[src/rtl/modrm_ea.sv]
module modrm_ea #(
  parameter int AW = 32
) (
  input  logic          clk,
  input  logic          rst_n,
  input  logic          start,
  input  logic [7:0]    modrm,
  output logic [2:0]    rf_idx,
  input  logic [AW-1:0] rf_data,
  input  logic          byte_valid,
  input  logic [7:0]    byte_data,
  output logic          byte_ready,
  output logic          done,
  output logic [AW-1:0] addr,
  output logic [2:0]    reg_field,
  output logic          is_mem,
  output logic          unsupported,
  output logic [$clog2(AW/8+1)-1:0] disp_count
);
  localparam int NB = AW / 8;
  localparam int CW = $clog2(NB + 1);

  logic          busy, done_q, mem_q, unsup_q, abs_q;
  logic [CW-1:0] need_q, cnt_q, need_d;
  logic [AW-1:0] base_q, acc_q, addr_q;
  logic [2:0]    rm_q, reg_q;

  wire [1:0] md        = modrm[7:6];
  wire [2:0] rm        = modrm[2:0];
  wire       go        = start && !busy;
  wire       take      = busy && byte_valid;
  wire       direct    = (md == 2'b11);
  wire       sib       = !direct && (rm == 3'b100);
  wire       absolute  = (md == 2'b00) && (rm == 3'b101);
  wire       base_nz   = |rf_data;

  always_comb begin
    need_d = '0;
    if (direct || sib)      need_d = '0;
    else if (absolute)      need_d = CW'(NB);
    else if (md == 2'b01)   need_d = base_nz ? CW'(1) : '0;
    else if (md == 2'b10)   need_d = base_nz ? CW'(NB) : '0;
  end

  wire [AW-1:0] acc_nx = acc_q | (AW'(byte_data) << (8 * cnt_q));
  wire [AW-1:0] disp   = (need_q == CW'(1)) ? {{(AW-8){acc_nx[7]}}, acc_nx[7:0]} : acc_nx;
  wire [AW-1:0] ea     = abs_q ? disp : base_q + disp;
  wire          last   = take && (cnt_q + CW'(1) == need_q);

  assign rf_idx      = start ? rm : rm_q;
  assign byte_ready  = busy;
  assign done        = done_q;
  assign addr        = addr_q;
  assign reg_field   = reg_q;
  assign is_mem      = mem_q;
  assign unsupported = unsup_q;
  assign disp_count  = cnt_q;

  always_ff @(posedge clk) begin
    if (!rst_n) begin
      busy    <= 1'b0;
      done_q  <= 1'b0;
      mem_q   <= 1'b0;
      unsup_q <= 1'b0;
      abs_q   <= 1'b0;
      need_q  <= '0;
      cnt_q   <= '0;
      base_q  <= '0;
      acc_q   <= '0;
      addr_q  <= '0;
      rm_q    <= '0;
      reg_q   <= '0;
    end else begin
      done_q <= 1'b0;
      if (go) begin
        reg_q   <= modrm[5:3];
        rm_q    <= rm;
        base_q  <= rf_data;
        acc_q   <= '0;
        cnt_q   <= '0;
        need_q  <= need_d;
        abs_q   <= absolute;
        mem_q   <= !direct;
        unsup_q <= sib;
        if (need_d == '0) begin
          done_q <= 1'b1;
          addr_q <= sib ? '0 : rf_data;
        end else begin
          busy <= 1'b1;
        end
      end else if (take) begin
        acc_q <= acc_nx;
        cnt_q <= cnt_q + CW'(1);
        if (last) begin
          busy   <= 1'b0;
          done_q <= 1'b1;
          addr_q <= ea;
        end
      end
    end
  end

  AST_DONE_NOT_READY: assert property (@(posedge clk) disable iff (!rst_n)
    done |-> !byte_ready);
  AST_BYTE_COUNTED: assert property (@(posedge clk) disable iff (!rst_n)
    (byte_valid && byte_ready) |=> (disp_count == $past(disp_count) + CW'(1)));
  AST_DIRECT_NO_BYTES: assert property (@(posedge clk) disable iff (!rst_n)
    !is_mem |-> (disp_count == '0));
  AST_UNSUP_ZERO: assert property (@(posedge clk) disable iff (!rst_n)
    unsupported |-> (addr == '0 && disp_count == '0));
  AST_ADDR_HELD: assert property (@(posedge clk) disable iff (!rst_n)
    (!start && !byte_ready) |=> $stable(addr));
  AST_COUNT_BOUND: assert property (@(posedge clk) disable iff (!rst_n)
    disp_count <= CW'(NB));
endmodule

[config.mk]
export PLATFORM = sky130hd
export DESIGN_NAME = modrm_ea
export DESIGN_NICKNAME = d
export VERILOG_FILES = /design/src/rtl/modrm_ea.sv
export SDC_FILE = /design/constraint.sdc
export NUM_CORES = 1
export LEC_CHECK = 0
export ABC_AREA = 1
export CELL_PAD_IN_SITES_DETAIL_PLACEMENT = 0
export CELL_PAD_IN_SITES_GLOBAL_PLACEMENT = 1
export CORE_ASPECT_RATIO = 1.4
export CORE_MARGIN = 5
export CORE_UTILIZATION = 30
export DETAILED_ROUTE_END_ITERATION = 12
export DONT_BUFFER_PORTS = 1
export PLACE_DENSITY_LB_ADDON = 0.1
export SYNTH_ARGS = -nofsm -noshare
export SYNTH_HDL_FRONTEND = slang
export SYNTH_SLANG_ARGS = --single-unit
[constraint.sdc]
create_clock -name clk -period 2.8 [get_ports clk]
set_clock_uncertainty 0.05 [all_clocks]
set_input_delay 0.14 -clock clk [delete_from_list [all_inputs] [get_ports clk]]
set_output_delay 0.14 -clock clk [all_outputs]
set_load 0.02 [all_outputs]
# Yosys cells after proc, flatten, opt, wreduce, memory -nomap -nowiden
# Cells that the tools add are included.
[word_totals]
register_bits = 113
input_bits = 52
out_inout_bits = 45
word_cells = 64
[op_classes]
n_addsub = 2
n_eq_ne = 9
shift = 1
mux = 22
bitwise = 2
reduce_logical = 16
[ops]
columns = ["cell", "n"]
rows = [
  ["$mux 32", 7],
  ["$add 32x32->32", 1],
  ["$or 32x32->32", 1],
  ["$reduce_or 32->1", 1],
  ["$shl 8x6->32", 1],
  ["$mux 3", 6],
  ["$mux 1", 9],
  ["$eq 3x3->1 const B", 2],
  ["$reduce_and 3->1", 2],
  ["$logic_and 1x1->1", 5],
  ["$eq 2x2->1 const B", 2],
  ["$reduce_bool 2->1", 2],
  ["$add 3x1->3 const B", 1],
  ["$eq 3x1->1 const B", 1],
  ["$eq 3x3->1", 1],
  ["$logic_not 3->1", 1],
  ["$eq 2x1->1 const B", 1],
  ["$logic_not 1->1", 2],
  ["$logic_not 2->1", 1],
  ["$ne 2x1->1 const B", 1],
  ["$ne 2x2->1 const B", 1],
  ["$reduce_or 2->1", 1],
  ["$logic_or 1x1->1", 1],
  ["$not 1->1", 1],
]

# Logic depth before layout (Yosys ltp)
# Gate-level depths: netlist of run 1.
[depth]
ltp_word = 9
depth_mapped = 23
depth_no_buf = 22

# Least setup slack after synthesis of run 1
# No wires, ideal clock.
[synth_timing]
path_kind = "flip-flop to flip-flop"
from = "register cnt_q[0] (netlist: disp_count[0])"
to = "register addr_q[31] (netlist: addr[31])"
setup_time_ps = 70
t_arrival_ps = 2705
required_ps = 2680
path_slack_ps = -25
stages_incl_launch_ff = 19
n_path_buf = 1
synth_period_minus_slack_ps = 2825
cell_sequence = "dfxtp_1 buf_2 clkinv_1 nand2_1 inv_1 a21oi_1 inv_1 ha_1 a21oi_1 o21ai_1 a21oi_2 inv_1 nand3_1 nand3_2 nand2_1 nand2_1 nand2_1 nand3_1 a21oi_1"
[synth_via]
elab_chain_cells = 8
word_cells_on_any_way = 13
cone_classes = "2 x add/sub; 1 x eq/ne; 1 x shift; 5 x mux; 1 x bitwise; 3 x reduce/logical"
[synth_rtl]
columns = ["item", "line_no", "text"]
rows = [
  ["from (decl)", "24", "logic [CW-1:0] need_q, cnt_q, need_d;"],
  ["from (signal assigned)", "93", "cnt_q <= cnt_q + CW'(1);"],
  ["$shl 8x6->32", "45", "wire [AW-1:0] acc_nx = acc_q | (AW'(byte_data) << (8 * cnt_q));"],
  ["$or 32x32->32", "45", ""],
  ["named net acc_nx[2]", "45", ""],
  ["$mux 32", "46", "wire [AW-1:0] disp = (need_q == CW'(1)) ? {{(AW-8){acc_nx[7]}}, acc_nx[7:0]} : acc_nx;"],
  ["$add 32x32->32", "47", "wire [AW-1:0] ea = abs_q ? disp : base_q + disp;"],
  ["$mux 32", "47", ""],
  ["$mux 32", "94", "if (last) begin"],
  ["$mux 32", "91", "end else if (take) begin"],
  ["$mux 32", "75", "if (go) begin"],
  ["to (signal assigned)", "87", "addr_q <= sib ? '0 : rf_data;"],
  ["to (decl)", "25", "logic [AW-1:0] base_q, acc_q, addr_q;"],
]
# The timed path passes the listed nets, and every way through them passes these cells. The select of a mux whose other input is x is not followed.
# A chain may end at the register's enable or synchronous reset.

# Worst setup path in the final report of run 1
[layout_timing]
from = "register cnt_q[2] (netlist: disp_count[2])"
to = "register addr_q[27] (netlist: addr[27])"
[layout_via]
elab_chain_cells = 8
word_cells_on_any_way = 13
cone_classes = "2 x add/sub; 1 x eq/ne; 1 x shift; 5 x mux; 1 x bitwise; 3 x reduce/logical"
[layout_rtl]
columns = ["item", "line_no"]
rows = [
  ["$shl 8x6->32", "45"],
  ["$or 32x32->32", "45"],
  ["$mux 32", "46"],
  ["$add 32x32->32", "47"],
  ["$mux 32", "47"],
  ["$mux 32", "94"],
  ["$mux 32", "91"],
  ["$mux 32", "75"],
]
# Parallel ways exist; a longest one is shown, timed or not. The select of a mux whose other input is x is not followed.

==> results of run 1 <==
power breakdown:
part	switching [W]	internal, W	total, W
logic	0.000666	0.000546	0.00121
registers	0.000142	0.00168	0.00183
clock network	0.000672	0.000633	0.00131
total	0.00148	0.00286	0.00434
worst max path at each step:
stage               end  depth (start not counted)
6_report       addr[27]                         16
5_1_grt        addr[30]                         18
4_1_cts        addr[31]                         18
3_5_place_dp   addr[31]                         17
3_3_place_gp   addr[24]                         15
2_1_floorplan  addr[25]                         16
sequential cells by signal (all words and copies together) (netlist names), 2 cells and up:
name,cells
acc_q,32
addr,32
base_q,32
disp_count,3
reg_field,3
rm_q,3
need_q,2
synth_stat cells, types with 4 or more instances:
| master | instances | area share (%) |
|---|---|---|
| a211oi_1 | 4 | 0.43 |
| a21boi_0 | 6 | 0.64 |
| a21oi_1 | 99 | 7.0 |
| a31oi_1 | 7 | 0.62 |
| a32o_1 | 11 | 1.6 |
| buf_1 | 4 | 0.21 |
| buf_2 | 12 | 0.85 |
| clkbuf_1 | 30 | 1.6 |
| dfxtp_1 | 112 | 32 |
| ha_1 | 31 | 5.5 |
| inv_1 | 104 | 5.5 |
| nand2_1 | 230 | 12 |
| nand2_2 | 5 | 0.44 |
| nand3_1 | 94 | 6.7 |
| nand3b_1 | 20 | 2.1 |
| nand4_1 | 4 | 0.36 |
| nor2_1 | 127 | 6.8 |
| nor2_2 | 4 | 0.36 |
| nor3_1 | 12 | 0.85 |
| nor4_1 | 5 | 0.44 |
| o21a_1 | 6 | 0.64 |
| o21ai_0 | 101 | 7.2 |
| o21ai_1 | 10 | 0.71 |
| o21bai_1 | 4 | 0.43 |
| o221ai_1 | 6 | 0.75 |
| o22ai_1 | 5 | 0.44 |
| xor2_1 | 6 | 0.75 |
through the flow:
step                TNS (ns)  hold WS [ns]  util (%)  cell area, µm²
finish                     0      0.007841     45.84           10640
global route         -0.3524       0.02483     45.84           10640
CTS                 -0.02352      0.007392     41.48            9624
detailed placement    -3.978        0.2269     37.29            8652
global placement      -3.586        0.2255     37.29            8652
floorplan                  0        0.2281         -            7044
cell usage in the layout (no fill, tap or decap), types with 14 or more instances in the layout:
master,Yosys,routed
o21ai_2,0,18
nor2_1,127,111
nand3b_1,20,20
nand2_2,5,28
nand3_1,94,81
a21oi_1,99,52
ha_4,0,20
nand3_2,3,15
o21ai_1,10,21
nor2_2,4,14
nand2_1,230,205
a21oi_2,1,38
buf_4,0,192
inv_2,0,16
dlygate4sd3_1,0,41
inv_1,104,88
dfxtp_1,112,108
o21ai_0,101,67
layout make-up:
class,count,area [µm²],area share (%)
Timing Repair Buffer,251,2160,20.30
Sequential cell,112,2255,21.19
Multi-Input combinational cell,816,5162,48.53
Clock buffer,12,246.5,2.317
Clock inverter,4,28.78,0.2705
Tap cell,306,382.9,3.599
Inverter,106,402.9,3.787
critical path, cell delays in order (launching register included):
cell and delay [ns]:
dfxtp_4 0.37, buf_4 0.14, nor2_4 0.16, buf_12 0.17, a21oi_2 0.07, o21ai_2 0.18
ha_1 0.28, buf_4 0.17, a31oi_2 0.22, buf_4 0.16, buf_4 0.10, o21bai_1 0.07
a21oi_2 0.14, nand2_1 0.07, nand2_1 0.07, nand3_2 0.08, a21oi_1 0.16
kinds of logic (layout without fill, tap and decap cells):
| group | count (synthesis) | in the layout | share of synthesized area (%) |
|---|---|---|---|
| buffers and inverters | 154 | 373 | 8.634 |
| DFF | 112 | 112 | 31.84 |
| xor gates and xnor gates | 9 | 9 | 1.119 |
| adders and majority gates | 32 | 32 | 5.791 |
| AOI/OAI and AO/OA | 268 | 268 | 21.57 |
| and+or+nand+nor | 507 | 507 | 31.05 |
metal layers:
metal  vias to the layer above  track usage, %  part of all wire [%]
met2                       132           45.63                    56
met5                         -               0                     0
li1                       4070               -                     -
met3                        50           3.103                   2.6
met4                         0           10.13                   4.2
met1                      3859           23.41                    37
repair_timing:
item / CTS / global route
hold endpoints to repair: 75 / 0
hold buffers: 42 / 0
endpoints found under the setup margin: 25 / 26
cloned: 0 / 2
pin swaps: 12 / 67
buffers inserted: 7 / 25
resized for setup: 72 / 191
==> flow_metrics.env, run 1 <==
export IMPL_cts_tree="yes"
export IMPL_totalWireLength_mm=31.58
export IMPL_power_density_nw_per_um2=408.4
export IMPL_outcome="finished clean"
export IMPL_drv_slew=0
export IMPL_start_util_pct=30.35
export IMPL_drive_gt1_share_pct=32.67
export IMPL_clkTransAtPathRegs_ns=0.08
export IMPL_firstDrtPassIters=4
export IMPL_grt_max_degree=67
export IMPL_die_w_um=139.5
export IMPL_reg2reg_slack_ns=0.06
export IMPL_r2r_cells=16
export IMPL_clkSinkCount=112
export IMPL_synth_nets=1166
export IMPL_path_class="flip-flop to flip-flop"
export IMPL_drc=0
export IMPL_synth_seq_cells=112
export IMPL_crit_start="disp_count[2]"
export IMPL_fin_crit_sh_pct=97.99
export IMPL_synth_edf_count=0
export IMPL_syn_instance_count=1082
export IMPL_clk_latency_ns=0.37
export IMPL_dp_cells=1519
export IMPL_cts_buffers=9
export IMPL_ys_flop_type="dfxtp_1"
export IMPL_h_tree_depth=3
export IMPL_power_w=0.004345
export IMPL_rsz0062_at_grt="true"
export IMPL_dp_slack_ns=-0.2871
export IMPL_period_needed_ns=2.744
export IMPL_clk_path_buf_depth=2
export IMPL_syn_area_per_cell_um2=6.509
export IMPL_critPathCaptureType="flip-flop"
export IMPL_coreArea_um2=23200
export IMPL_antenna_cells=0
export IMPL_gp_congestion=0.9133
export IMPL_wl_per_cell_um=19.65
export IMPL_arrival_ns=3.00
export IMPL_io_buffers=0
export IMPL_syn_area_um2=7043
export IMPL_holdPathEnd="addr[2]"
export IMPL_postRouteAntennaNets=0
export IMPL_die_h_um=191.3
export IMPL_rows=66
export IMPL_r2r_end="addr[27]"
export IMPL_antenna_found_initial=0
export IMPL_hold_viol=0
export IMPL_layoutNonFillerInstCount=1607
export IMPL_cp_data_required_time_ns=3.06
export IMPL_hold_class="primary input to flip-flop"
export IMPL_r2r_start="disp_count[2]"
export IMPL_vias=8111
export IMPL_vias_per_cell=5.047
export IMPL_final_nets=1380
export IMPL_slew_headroom_pct=50.70
export IMPL_synthDistinctLibCells=41
export IMPL_worstMarginPinSlew_ns=0.7317
export IMPL_cp_max_fo=8
export IMPL_grt_pass1_vias=8130
export IMPL_ys_warn_count=0
export IMPL_detailed_place_hpwl_mm=23.57
export IMPL_max_freq_mhz=364.5
export IMPL_hold_depth=4
export IMPL_grt_ovfl_total=0
export IMPL_worstHoldStart="rf_data[2]"
export IMPL_ctsRootBufferMaster="clkbuf_16"
export IMPL_grt_usage_pct=22.91
export IMPL_start_kind="flip-flop"
export IMPL_drt_iter0_markers=310
export IMPL_peakVddDrop_v=0.0003092
export IMPL_finalSetupViolCount=0
export IMPL_dieArea_um2=26680
export IMPL_yosysSeqAreaShare_pct=31.84
export IMPL_pin_count=97
export IMPL_grt_pass1_wl_mm=46.70
export IMPL_ys_async_sr_fraction_pct=0
export IMPL_final_setup_worst_slack_ns=0.05631
export IMPL_areaGrowthSynthToFinish_pct=51.04
export IMPL_leakage_nw=4.648
export IMPL_nFillCells=2449
export IMPL_drv_cap=0
Power figures use the tool's default switching activity.
==> run 2: changes to the inputs <==
==> constraint.sdc (replaced) <==
create_clock -name clk -period 2.8 [get_ports clk]
set_clock_uncertainty 0.05 [all_clocks]
set_input_delay 0.28 -clock clk [delete_from_list [all_inputs] [get_ports clk]]
set_output_delay 0.28 -clock clk [all_outputs]
set_load 0.02 [all_outputs]
==> run 2 against run 1 <==
Effect of this change:
- count of clock-buffer cells in the layout decreased by 1
- sequential share of layout area about the same
- setup slack improved by 0.080 ns
- critical path depth increased by 2
- via count decreased by 1.5%
- power increased by 2.6%
- sequential power about the same
- critical path type unchanged
==> flow_metrics.env, run 2 (synthesis results as in run 1) <==
export IMPL_power_density_nw_per_um2=420.2
export IMPL_detailed_place_hpwl_mm=23.56
export IMPL_critPathCaptureType="flip-flop"
export IMPL_vias=7991
export IMPL_final_nets=1372
export IMPL_cts_buffers=9
export IMPL_arrival_ns=2.93
export IMPL_antenna_found_initial=0
export IMPL_dpl_cell_area_um2=8672
export IMPL_totalWireLength_mm=31.81
export IMPL_slew_headroom_pct=51.44
export IMPL_finalSetupViolCount=0
export IMPL_clk_latency_ns=0.38
export IMPL_leakage_nw=4.615
export IMPL_die_w_um=139.5
export IMPL_cp_data_required_time_ns=3.07
export IMPL_drv_slew=0
export IMPL_clk_path_buf_depth=2
export IMPL_drt_iter0_markers=358
export IMPL_p_int_w=0.002956
export IMPL_peakVddDrop_v=0.0003116
export IMPL_swShare_pct=33.69
export IMPL_fin_crit_sh_pct=95.12
export IMPL_coreArea_um2=23200
export IMPL_gp_congestion=0.9138
export IMPL_design_area_um2=10610
export IMPL_max_freq_mhz=375.4
export IMPL_pwr_share_comb_pct=27.2
export IMPL_vias_per_cell=4.997
export IMPL_power_w=0.004458
export IMPL_drc=0
export IMPL_postRouteAntennaNets=0
export IMPL_grt_ovfl_total=0
export IMPL_hold_viol=0
export IMPL_hold_depth=2
export IMPL_grt_pass1_wl_mm=46.98
export IMPL_drv_cap=0
export IMPL_grt_usage_pct=23.23
export IMPL_clkSinkCount=112
export IMPL_io_buffers=0
export IMPL_worstMarginPinSlew_ns=0.7208
export IMPL_final_util_pct=45.72
export IMPL_outcome="finished clean"
export IMPL_clkTransAtPathRegs_ns=0.09
export IMPL_start_kind="flip-flop"
export IMPL_reg2reg_slack_ns=0.14
export IMPL_cts_tree="yes"
export IMPL_grt_max_degree=55
export IMPL_drive_gt1_share_pct=32.33
export IMPL_antenna_cells=0
export IMPL_ctsRootBufferMaster="clkbuf_16"
export IMPL_mostFrequentLayoutCells="nand2_1 (207), buf_4 (193), nor2_1 (112)"
export IMPL_cp_max_fo=6
export IMPL_fin_hold_ws_ns=0.01320
export IMPL_rsz0062_at_grt="true"
export IMPL_final_common_cell="nand2_1"
export IMPL_pin_count=97
export IMPL_firstDrtPassIters=4
export IMPL_p_switching_w=0.001502
export IMPL_r2r_cells=18
export IMPL_path_class="flip-flop to flip-flop"
export IMPL_hold_class="primary input to flip-flop"
export IMPL_period_needed_ns=2.663
export IMPL_areaGrowthSynthToFinish_pct=50.65
export IMPL_wl_per_cell_um=19.89
export IMPL_grt_pass1_vias=8030
export IMPL_start_util_pct=30.35
export IMPL_h_tree_depth=3
export IMPL_die_h_um=191.3
export IMPL_rows=66
export IMPL_pwr_share_seq_pct=41.1
export IMPL_dieArea_um2=26680
export IMPL_dp_slack_ns=-0.3312
export IMPL_final_setup_worst_slack_ns=0.1365
export IMPL_clkPwrFrac_pct=31.8
## run 2: what timing repair did
action                                 in CTS  in global routing
pin swaps                                  16                 69
gates resized for setup                    90                177
gates cloned                                0                  1
hold buffers                               35                  0
setup endpoints to repair                  23                 26
endpoints found under the hold margin      63                  0
setup buffers                              12                 15
## run 2: per-layer routing
layer | vias to the layer above | track usage, % | part of all wire (%)
met3 | 50 | 3.253 | 3.0
li1 | 4050 | - | -
met1 | 3766 | 24.13 | 37
met2 | 125 | 45.25 | 54
met5 | - | 0 | 0
met4 | 0 | 11.18 | 5.3
## run 2: cell type report
| cell class | count | area [µm²] |
|---|---|---|
| clock buffers | 11 | 242.7 |
| clock inverters | 5 | 63.81 |
| fillers | 2445 | 12590 |
| inverters | 106 | 407.9 |
| multi-input cells | 816 | 5216 |
| flip-flops and latches | 112 | 2253 |
| well taps | 306 | 382.9 |
| repair buffers | 243 | 2043 |
## run 2: path summary, 6_finish.rpt
| check | from | end |
|---|---|---|
| setup / recovery | disp_count[0] | addr[26] |
| hold / removal | rf_data[9] | base_q[9] |
| setup reg to reg | disp_count[0] | addr[26] |
| hold reg to reg | base_q[13] | base_q[13] |
## run 2: critical path, stage by stage (launching register included)
cell and delay, ns:
dfxtp_4 0.39, buf_4 0.16, nand2_1 0.05, inv_1 0.06, buf_4 0.14, a21oi_2 0.15
o21ai_1 0.08, buf_4 0.16, ha_4 0.30, nand2_2 0.07, buf_4 0.14, nor2_4 0.10
inv_1 0.06, nor2_2 0.10, nand3_1 0.09, nand2_1 0.11, xor2_1 0.20, nand2_1 0.08
a21oi_1 0.13
## run 2: power groups by stage
stage                     Sequential, W  Combinational (W)  Clock (W)
after floorplan                 0.00183           0.000547          0
after global placement          0.00186           0.000963          0
after detailed placement        0.00186           0.000963          0
after CTS                       0.00182            0.00109    0.00145
after global routing            0.00184            0.00133    0.00150
final                           0.00183            0.00121    0.00142
## run 2: metrics by stage
| step | instances | TNS [ns] |
|---|---|---|
| 2_1_floorplan | 1082 | 0 |
| 3_3_place_gp | 1525 | -3.328 |
| 3_5_place_dp | 1525 | -4.157 |
| 4_1_cts | 1588 | -0.003473 |
| 5_1_grt | 1599 | -0.2891 |
| 6_report | 1599 | 0 |
